### src/rtl/tmr_edge_pkg.sv
package tmr_edge_pkg;

    typedef enum logic {
        ST_STOP  = 1'b0,
        ST_COUNT = 1'b1
    } run_state_e;

    typedef enum logic [2:0] {
        CM_OFF   = 3'd0,
        CM_RISE  = 3'd1,
        CM_FALL  = 3'd2,
        CM_BOTH  = 3'd3,
        CM_EVERY = 3'd4
    } cnt_mode_e;

    // Edge field: 00 rising, 01 falling, 1x both
    function automatic cnt_mode_e decode_edge(input logic [1:0] fld);
        cnt_mode_e m;
        if (fld[1])      m = CM_BOTH;
        else if (fld[0]) m = CM_FALL;
        else             m = CM_RISE;
        return m;
    endfunction

endpackage

### src/rtl/tmr_cfg_reg.sv
module tmr_cfg_reg #(
    parameter int REG_W = 8
) (
    input  logic             clk,
    input  logic             rst_n,
    input  logic             wr,
    input  logic             run,
    input  logic [REG_W-1:0] wdata,
    output logic [REG_W-1:0] q
);

    always_ff @(posedge clk or negedge rst_n) begin
        if (!rst_n)         q <= '0;
        else if (wr && !run) q <= wdata;
    end

    // a write while stopped lands in the register
    p_write_lands_r2: assert property (@(posedge clk) disable iff (!rst_n)
        (wr && !run) |=> (q == $past(wdata)));

    // a write while running leaves the register untouched
    p_write_blocked_r3: assert property (@(posedge clk) disable iff (!rst_n)
        (wr && run) |=> $stable(q));

endmodule

### src/rtl/tmr_edge_det.sv
module tmr_edge_det (
    input  logic clk,
    input  logic rst_n,
    input  logic src,
    output logic rise,
    output logic fall
);

    logic smp_q;
    logic prv_q;

    always_ff @(posedge clk or negedge rst_n) begin
        if (!rst_n) begin
            smp_q <= 1'b0;
            prv_q <= 1'b0;
        end else begin
            smp_q <= src;
            prv_q <= smp_q;
        end
    end

    assign rise = smp_q & ~prv_q;
    assign fall = ~smp_q & prv_q;

    // a rising pulse never lasts two cycles
    p_rise_single_r4: assert property (@(posedge clk) disable iff (!rst_n)
        rise |=> !rise);

    // a falling pulse never lasts two cycles
    p_fall_single_r5: assert property (@(posedge clk) disable iff (!rst_n)
        fall |=> !fall);

    // the two transitions are never reported together
    p_edges_exclusive_r6: assert property (@(posedge clk) disable iff (!rst_n)
        !(rise && fall));

endmodule

### src/rtl/tmr_up_counter.sv
module tmr_up_counter #(
    parameter int CNT_W = 16
) (
    input  logic             clk,
    input  logic             rst_n,
    input  logic             inc,
    output logic [CNT_W-1:0] cnt
);

    localparam logic [CNT_W-1:0] ONE = {{(CNT_W-1){1'b0}}, 1'b1};

    always_ff @(posedge clk or negedge rst_n) begin
        if (!rst_n)   cnt <= '0;
        else if (inc) cnt <= cnt + ONE;
    end

    // one step per enable, wrapping at the top
    p_step_r10: assert property (@(posedge clk) disable iff (!rst_n)
        inc |=> (cnt == $past(cnt) + ONE));

    // no step without an enable
    p_hold_r10: assert property (@(posedge clk) disable iff (!rst_n)
        !inc |=> $stable(cnt));

endmodule

### src/rtl/tmr_edge_count.sv
module tmr_edge_count
    import tmr_edge_pkg::*;
#(
    parameter int CHAN_ID  = 1,
    parameter int REG_W    = 8,
    parameter int CNT_W    = 16,
    parameter int EDGE_LSB = 3
) (
    input  logic             clk,
    input  logic             rst_n,
    input  logic             cfg_wr,
    input  logic [REG_W-1:0] cfg_wdata,
    output logic [REG_W-1:0] cfg_rdata,
    input  logic             src_in,
    input  logic             src_is_sysclk,
    input  logic             src_is_cascade,
    input  logic             phase_mode,
    input  logic             run,
    output logic             count_en,
    output logic [CNT_W-1:0] count_val
);

    localparam bit PHASE_OK = (CHAN_ID == 1) || (CHAN_ID == 2);

    logic       rise;
    logic       fall;
    logic       phase_hold;
    run_state_e state_q;
    run_state_e state_d;
    cnt_mode_e  mode;

    tmr_cfg_reg #(.REG_W(REG_W)) u_cfg (
        .clk   (clk),
        .rst_n (rst_n),
        .wr    (cfg_wr),
        .run   (run),
        .wdata (cfg_wdata),
        .q     (cfg_rdata)
    );

    tmr_edge_det u_det (
        .clk   (clk),
        .rst_n (rst_n),
        .src   (src_in),
        .rise  (rise),
        .fall  (fall)
    );

    generate
        if (PHASE_OK) begin : g_phase
            assign phase_hold = phase_mode;
        end else begin : g_nophase
            assign phase_hold = 1'b0;
        end
    endgenerate

    // State register
    always_ff @(posedge clk or negedge rst_n) begin
        if (!rst_n) state_q <= ST_STOP;
        else        state_q <= state_d;
    end

    // Transitions: start (STOP->COUNT), halt (COUNT->STOP)
    always_comb begin
        state_d = state_q;
        unique case (state_q)
            ST_STOP:  if (run)  state_d = ST_COUNT;
            ST_COUNT: if (!run) state_d = ST_STOP;
            default:            state_d = ST_STOP;
        endcase
    end

    // Outputs: count mode and enable
    always_comb begin
        mode = CM_OFF;
        unique case (state_q)
            ST_STOP: mode = CM_OFF;
            ST_COUNT: begin
                if (!run || phase_hold) mode = CM_OFF;
                else if (src_is_sysclk) mode = CM_EVERY;
                else if (src_is_cascade) mode = CM_RISE;
                else mode = decode_edge(cfg_rdata[EDGE_LSB+1:EDGE_LSB]);
            end
            default: mode = CM_OFF;
        endcase
        unique case (mode)
            CM_RISE:  count_en = rise;
            CM_FALL:  count_en = fall;
            CM_BOTH:  count_en = rise | fall;
            CM_EVERY: count_en = 1'b1;
            default:  count_en = 1'b0;
        endcase
    end

    tmr_up_counter #(.CNT_W(CNT_W)) u_cnt (
        .clk   (clk),
        .rst_n (rst_n),
        .inc   (count_en),
        .cnt   (count_val)
    );

    // no enable while the run bit is low
    p_stop_quiet_r10: assert property (@(posedge clk) disable iff (!rst_n)
        !run |-> !count_en);

    // phase-counting mode silences the edge path on capable channels
    p_phase_quiet_r9: assert property (@(posedge clk) disable iff (!rst_n)
        (PHASE_OK && phase_mode) |-> !count_en);

    // undivided clock counts on every running cycle
    p_every_r7: assert property (@(posedge clk) disable iff (!rst_n)
        ($past(run) && run && src_is_sysclk && !phase_hold) |-> count_en);

    // a cascaded source never counts a falling transition
    p_cascade_rise_r8: assert property (@(posedge clk) disable iff (!rst_n)
        (src_is_cascade && !src_is_sysclk && fall) |-> !count_en);

endmodule

### config.mk
export PLATFORM = sky130hd
export DESIGN_NAME = tmr_edge_count
export DESIGN_NICKNAME = d
export VERILOG_FILES = /design/src/rtl/tmr_edge_pkg.sv /design/src/rtl/tmr_cfg_reg.sv /design/src/rtl/tmr_edge_det.sv /design/src/rtl/tmr_up_counter.sv /design/src/rtl/tmr_edge_count.sv
export SDC_FILE = /design/constraint.sdc
export NUM_CORES = 1
export LEC_CHECK = 0
export BUFFER_PORTS_ARGS = -buffer_cell sky130_fd_sc_hd__buf_2
export CORE_MARGIN = 2
export CORE_UTILIZATION = 49
export CTS_CLUSTER_SIZE = 14
export DETAILED_ROUTE_END_ITERATION = 10
export GPL_TIMING_DRIVEN = 0
export PLACE_DENSITY = 0.74
export SETUP_SLACK_MARGIN = 0.4
export SYNTH_ARGS = -nofsm -noshare
export SYNTH_HDL_FRONTEND = slang
export SYNTH_SLANG_ARGS = --single-unit
### constraint.sdc
create_clock -name clk -period 2 [get_ports clk]
set_input_delay 0.3 -clock clk [delete_from_list [all_inputs] [get_ports clk]]
set_output_delay 0.3 -clock clk [all_outputs]
set_load 0.01 [all_outputs]
==> results by group, run 1 <==
Run status
  – Status: finished with violations
  – Violated checks: negative setup slack

Worst setup path
  – Crit Path Category: reg2out
  – Critical path peak fanout: 2
  – Critical Path Max Stage Delay: 0.39 ns
  – Critical Path AT: 1.87 ns
  – CP required: 1.70 ns
  – Crit-path cells: inv_1 > ha_2 > or3b_4 > a211o_4 > nand2_4 > inv_2 > buf_6
  – RR Endpoint: u_cnt.cnt[13]$_DFFE_PN0P_
  – CP Launch Type: flop
  – Worst r2r src: u_det.smp_q$_DFF_PN0_
  – Worst reg2reg path depth: 10
  – CP max stage cell: dfrtp_1
  – Critical Path Sink Type: output port
  – Reg2Reg Setup Slack: -0.10 ns

Drt
  – Routed wire length per instance: 15.7 um
  – DRC Markers: 0
  – Routed Antenna Nets: 0
  – Via count: 1001
  – Vias per Instance: 5.38
  – Drt total wl: 2910 um
  – First-iteration detailed-routing DRC count: 8
  – Pre-Repair DR Iteration Count: 4

Pwr
  – P_leak: 0.000831 uW
  – Max IR drop VDD: 583 uV
  – PD cells: 740 nW/um2
  – Total power: 1280 uW

Min path
  – Hold depth: 1
  – Hold Startpoint: src_in
  – HP Class: in2reg
  – Worst Hold End: u_det.smp_q$_DFF_PN0_

Yosys
  – Syn Nets: 123
  – #FFs+latches synth: 27
  – Synth Instances: 104
  – Warnings from Yosys: 0
  – Mapped Area: 1240 um2
  – Seq/Total Area, Yosys: 54.7%
  – Count of cell types in the netlist: 23
  – Synth Area per Inst: 11.9 um2

Die
  – I/O Pins: 41
  – Core area: 2430 um2
  – Die area: 2940 um2
  – Die W: 54.2 um
  – Chip Height: 54.2 um
  – Rows: 18
  – Initial Util: 50.8%

Clock network
  – Clk pin slew, worst setup/hold paths: 0.14 ns
  – Sink Count: 27
  – CTS Buf Count: 3
  – Root Buffer: clkbuf_4
  – CTS max path bufs: 2
  – Worst skew pair latency: 0.34 ns
  – # H-tree levels: 1
  – CTS tree: done

STA
  – Period utilization: 109%
  – RSZ-0062 raised after global routing: true
  – Final Hold Fails: 0
  – Setup WS post-layout: -0.173 ns
  – Final Skew: 0.00123 ns
  – Min Tclk post-route: 2.17 ns
  – Final-report max-slew violation count: 0
  – Worst slew pin tran: 0.597 ns
  – FMAX: 0.460 GHz
  – Setup-failing EPs final: 12
  – Relative slew margins: 60.2%

Cells and area
  – Commonest non-fill, non-tap cells in the layout: buf_2 (40), dfrtp_1 (27), nand4_1 (11)
  – Layout area overhead: 39.9%
  – Design area: 1730 um2
  – Antenna cells: 0
  – Final net count: 176
  – Commonest non-fill, non-tap cell in the layout: buf_2
  – Share of post-route cells with drive strength above 1: 50.0%

Job
  – Max Cap Viol: 0

Global route
  – Initial antenna violation count: 0
  – Total global-route track usage: 21.5%
  – GR Overflow Total: 0
  – Vias in the first global route: 983
  – Global-route wire length before repair: 4440 um
  – Largest net degree at the start of global routing: 28

Placed design
  – GPL Wtd Cong: 0.739
  – Placed Area: 1500 um2
  – Port bufs: 40
  – Final HPWL DP: 1940 um
sequential cells by signal, summed over array words and instances (netlist names):
name / flops
u_cfg.q: 8
u_cnt.cnt: 16
u_det.prv_q: 1
state_q: 1
u_det.smp_q: 1
how the worst max path moves through the flow:
stage                                      from                        to  cells past startpoint
after floorplan           u_det.smp_q$_DFF_PN0_  u_cnt.cnt[1]$_DFFE_PN0P_                      6
after global placement    u_det.smp_q$_DFF_PN0_                  count_en                      7
after detailed placement  u_det.smp_q$_DFF_PN0_                  count_en                      7
after CTS                 u_det.prv_q$_DFF_PN0_                  count_en                      6
after global routing      u_det.smp_q$_DFF_PN0_                  count_en                      7
final                     u_det.smp_q$_DFF_PN0_                  count_en                      7
Yosys cell counts:
master,instances,area share [%]
nand4b_1,1,0.71
nand3_1,8,3.2
and3_1,5,2.5
buf_2,1,0.40
o21bai_1,1,0.61
a211oi_2,1,1.0
mux2_2,8,7.3
nand4_1,11,5.6
clkbuf_1,1,0.30
nor2b_1,1,0.51
ha_1,3,3.0
buf_6,1,0.91
xnor2_1,15,11
dfrtp_1,27,55
and2_1,1,0.51
nor2_1,5,1.5
nand2_1,5,1.5
a211o_1,1,0.71
mux2_1,1,0.91
nand3_2,1,0.81
nor4_1,2,1.0
inv_1,3,0.91
or3b_1,1,0.71
per-stage QoR:
| step | hold WS [ns] | std cells | TNS [ns] | setup slack [ns] | utilization [%] |
|---|---|---|---|---|---|
| floorplan | 0.00441 | 104 | 0 | 0.282 | - |
| global placement | 0.329 | 174 | 0 | 0.127 | 61.8 |
| detailed placement | 0.338 | 174 | 0 | 0.108 | 61.8 |
| CTS | 0.0660 | 184 | -0.177 | -0.176 | 67.8 |
| global route | 0.0416 | 186 | -2.08 | -0.241 | 71.1 |
| finish | 0.0568 | 186 | -0.929 | -0.173 | 71.1 |
critical path: cells and delay by family (launching register included):
kind	cells	cell delay, ns
flops	1	0.39
simple gates	2	0.44
compound gates	1	0.35
buf+inv	3	0.20
fa+ha+maj	1	0.16
cell type report:
| type | instances | area (um2) |
|---|---|---|
| buffer | 3 | 23.8 |
| clock buffer | 3 | 22.5 |
| clock inverter | 1 | 5.00 |
| fill | 180 | 703 |
| inverter | 3 | 11.3 |
| multi-input combinational | 71 | 649 |
| sequential | 27 | 676 |
| tap | 30 | 37.5 |
| timing repair buffer | 48 | 304 |
power breakdown:
group          internal [uW]  total [uW]  switching (uW)
Combinational            181         339             158
Sequential               610         694            84.8
Clock                   75.5         246             170
Total                    866        1280             413
per-layer routing:
layer  part of all wire, %  GRT usage, %  vias to the layer above
met2                    54          39.0                       25
li1                      -             -                      472
met3                   3.8          2.46                        5
met1                    40          25.6                      499
met4                   2.2          8.75                        0
met5                     0             0                        -
logic make-up (layout without fill, tap and decap cells):
group           Yosys count  after routing  synth area share [%]
flops                    27             27                  54.7
buf+inv                   6             58                  2.53
xor+xnor                 15             15                  10.6
fa+ha+maj                 3              3                  3.04
mux                       9              9                  8.20
simple gates             41             41                  18.6
compound gates            3              3                  2.33
repair_timing:
action / in CTS / in global routing
gates cloned: 1 / 0
hold buffers: 1 / 0
pin swaps: 4 / 6
hold endpoints to repair: 27 / 0
resized for setup: 11 / 10
buffers inserted: 4 / 2
setup endpoints to repair: 17 / 17
No activity file was read; power rests on OpenSTA's default activity.
==> run 2, diff against run 1 <==
--- a/config.mk
+++ b/config.mk
@@ -5,13 +5,13 @@
 export SDC_FILE = /design/constraint.sdc
 export NUM_CORES = 1
 export LEC_CHECK = 0
-export BUFFER_PORTS_ARGS = -buffer_cell sky130_fd_sc_hd__buf_2
 export CORE_MARGIN = 2
-export CORE_UTILIZATION = 49
+export CORE_UTILIZATION = 55
 export CTS_CLUSTER_SIZE = 14
 export DETAILED_ROUTE_END_ITERATION = 10
+export DONT_BUFFER_PORTS = 1
 export GPL_TIMING_DRIVEN = 0
-export PLACE_DENSITY = 0.74
+export PLACE_DENSITY = 0.66
 export SETUP_SLACK_MARGIN = 0.4
 export SYNTH_ARGS = -nofsm -noshare
 export SYNTH_HDL_FRONTEND = slang
==> run 2 against run 1 <==
  * The flow still finishes with violations (negative setup slack)
  * Die area is 10% lower
  * Largest power group unchanged
  * Hold slack improved by 0.068 ns
  * Combinational power fell by 48%
  * Clock skew grew 0.0051 ns
==> results by group, run 2 (synthesis results as in run 1) <==
Run status
  – Status: finished with violations
  – Violated checks: negative setup slack

Global route
  – GR Overflow Total: 0
  – Total global-route track usage: 19.1%
  – Largest net degree at the start of global routing: 28
  – Initial antenna violation count: 0
  – Global-route wire length before repair: 3690 um
  – Vias in the first global route: 793

Die
  – Core area: 2170 um2
  – Die W: 51.4 um
  – Chip Height: 51.4 um
  – Rows: 17
  – Die area: 2640 um2
  – Initial Util: 57.0%
  – I/O Pins: 41

STA
  – Final Hold Fails: 0
  – Relative slew margins: 72.0%
  – FMAX: 0.491 GHz
  – Final Skew: 0.00637 ns
  – Min Tclk post-route: 2.04 ns
  – Period utilization: 102%
  – RSZ-0062 raised after global routing: true
  – Setup-failing EPs final: 1
  – Setup WS post-layout: -0.0378 ns
  – Hold slack: 0.124 ns
  – Final-report max-slew violation count: 0
  – Worst slew pin tran: 0.420 ns

Drt
  – Vias per Instance: 5.74
  – DRC Markers: 0
  – First-iteration detailed-routing DRC count: 3
  – Drt total wl: 2300 um
  – Pre-Repair DR Iteration Count: 4
  – Routed Antenna Nets: 0
  – Via count: 821
  – Routed wire length per instance: 16.1 um

Cells and area
  – Commonest non-fill, non-tap cell in the layout: dfrtp_1
  – Reg area: 676 um2
  – Area of the multi-input gates: 587 um2
  – Regs by FF count: u_cnt.cnt x16, u_cfg.q x8
  – Final net count: 135
  – Fin cells: 143
  – Largest reg by FF count: u_cnt.cnt
  – Layout area overhead: 15.6%
  – Fill count: 173
  – Commonest non-fill, non-tap cells in the layout: dfrtp_1 (27), xnor2_1 (14), nand4_1 (11)
  – Max reg flops: 16
  – Antenna cells: 0
  – Share of post-route cells with drive strength above 1: 26.1%

Worst setup path
  – Critical Path Sink Type: output port
  – Critical path peak fanout: 2
  – Crit Path Category: reg2out
  – CP required: 1.70 ns
  – Worst reg2reg path depth: 7
  – Reg2Reg Setup Slack: 0.10 ns
  – RR Endpoint: u_cnt.cnt[11]$_DFFE_PN0P_
  – CP Launch Type: flop
  – Worst r2r src: u_det.prv_q$_DFF_PN0_
  – Critical Path AT: 1.74 ns

Pwr
  – Total net switching power: 335 uW
  – Flop pwr share: 64.1%
  – Pint: 782 uW
  – Combinational Power Share: 15.8%
  – P_leak: 0.000600 uW
  – PD cells: 782 nW/um2
  – Max IR drop VDD: 683 uV
  – Clock share of power: 20.0%
  – Sw Share: 30.0%
  – Total power: 1120 uW

Clock network
  – # H-tree levels: 1
  – Sink Count: 27
  – CTS max path bufs: 2
  – Clk pin slew, worst setup/hold paths: 0.14 ns
  – Worst skew pair latency: 0.31 ns
  – CTS tree: done
  – Root Buffer: clkbuf_4
  – CTS Buf Count: 3

Placed design
  – GPL Wtd Cong: 0.732
  – Inst Count DP: 132
  – Port bufs: 0
  – Final HPWL DP: 1600 um
  – Worst slack, placed: 0.157 ns

Min path
  – Hold Startpoint: cfg_wdata[7]
  – Worst Hold End: u_cfg.q[7]$_DFFE_PN0P_
  – HP Class: in2reg
  – Hold depth: 1

Job
  – Max Cap Viol: 0
[run 2: cell types whose count changed in the layout (fill, tap and decap cells not counted), sizes merged]
cell,previous run,this run
buf,49,6
dlygate4sd3,1,3
[run 2: worst max path at each step]
stage                                          end                  start  slack, ns
after floorplan           u_cnt.cnt[1]$_DFFE_PN0P_  u_det.smp_q$_DFF_PN0_       0.28
after global placement    u_cnt.cnt[1]$_DFFE_PN0P_  u_det.smp_q$_DFF_PN0_       0.19
after detailed placement  u_cnt.cnt[1]$_DFFE_PN0P_  u_det.smp_q$_DFF_PN0_       0.16
after CTS                                 count_en  u_det.smp_q$_DFF_PN0_      -0.08
after global routing                      count_en  u_det.smp_q$_DFF_PN0_      -0.10
final                                     count_en  u_det.prv_q$_DFF_PN0_      -0.04
[run 2: timing repair]
| action | in CTS | in global routing |
|---|---|---|
| hold buffers | 4 | 0 |
| endpoints found under the setup margin | 17 | 17 |
| hold endpoints to repair | 29 | 0 |
| pin swaps | 1 | 2 |
| gates resized for setup | 4 | 1 |
| buffers inserted | 2 | 1 |
[run 2: area by class of cell]
cell class	count	share of cell area [%]
Sequential cell	27	47.3
Multi-Input combinational cell	71	41.1
Timing Repair Buffer	7	5.08
Tap cell	28	2.45
Clock buffer	3	1.58
Buffer	3	1.40
Inverter	3	0.788
Clock inverter	1	0.350
[run 2: power groups by stage]
| stage | registers [uW] | logic (uW) | clock network, uW |
|---|---|---|---|
| after floorplan | 710 | 126 | 0 |
| after global placement | 728 | 140 | 0 |
| after detailed placement | 730 | 146 | 0 |
| after CTS | 719 | 175 | 239 |
| after global routing | 729 | 200 | 255 |
| final | 717 | 177 | 224 |
[run 2: routing by layer]
metal  wire length (um)  share of wire, %  global-route usage, %  vias up
met5                  0                 0                      0        -
met4                 29               1.3                   7.89        0
met3                154               6.7                   4.39        4
met2               1130                49                   31.0       35
met1                979                43                   24.5      395
li1                   -                 -                      -      387
[run 2: worst max-delay path: stages, from the launching register on]
cell     delay, ns
dfrtp_1       0.41
ha_2          0.18
or3b_1        0.36
a211o_4       0.36
nand2_4       0.07
inv_2         0.04
[run 2: through the flow]
step / TNS (ns) / utilization (%) / instance area [um2]
5_1_grt: -0.102 / 65.9 / 1430
3_3_place_gp: 0 / 59.9 / 1300
3_5_place_dp: 0 / 59.9 / 1300
6_report: -0.0378 / 65.9 / 1430
2_1_floorplan: 0 / - / 1260
4_1_cts: -0.0826 / 65.2 / 1410
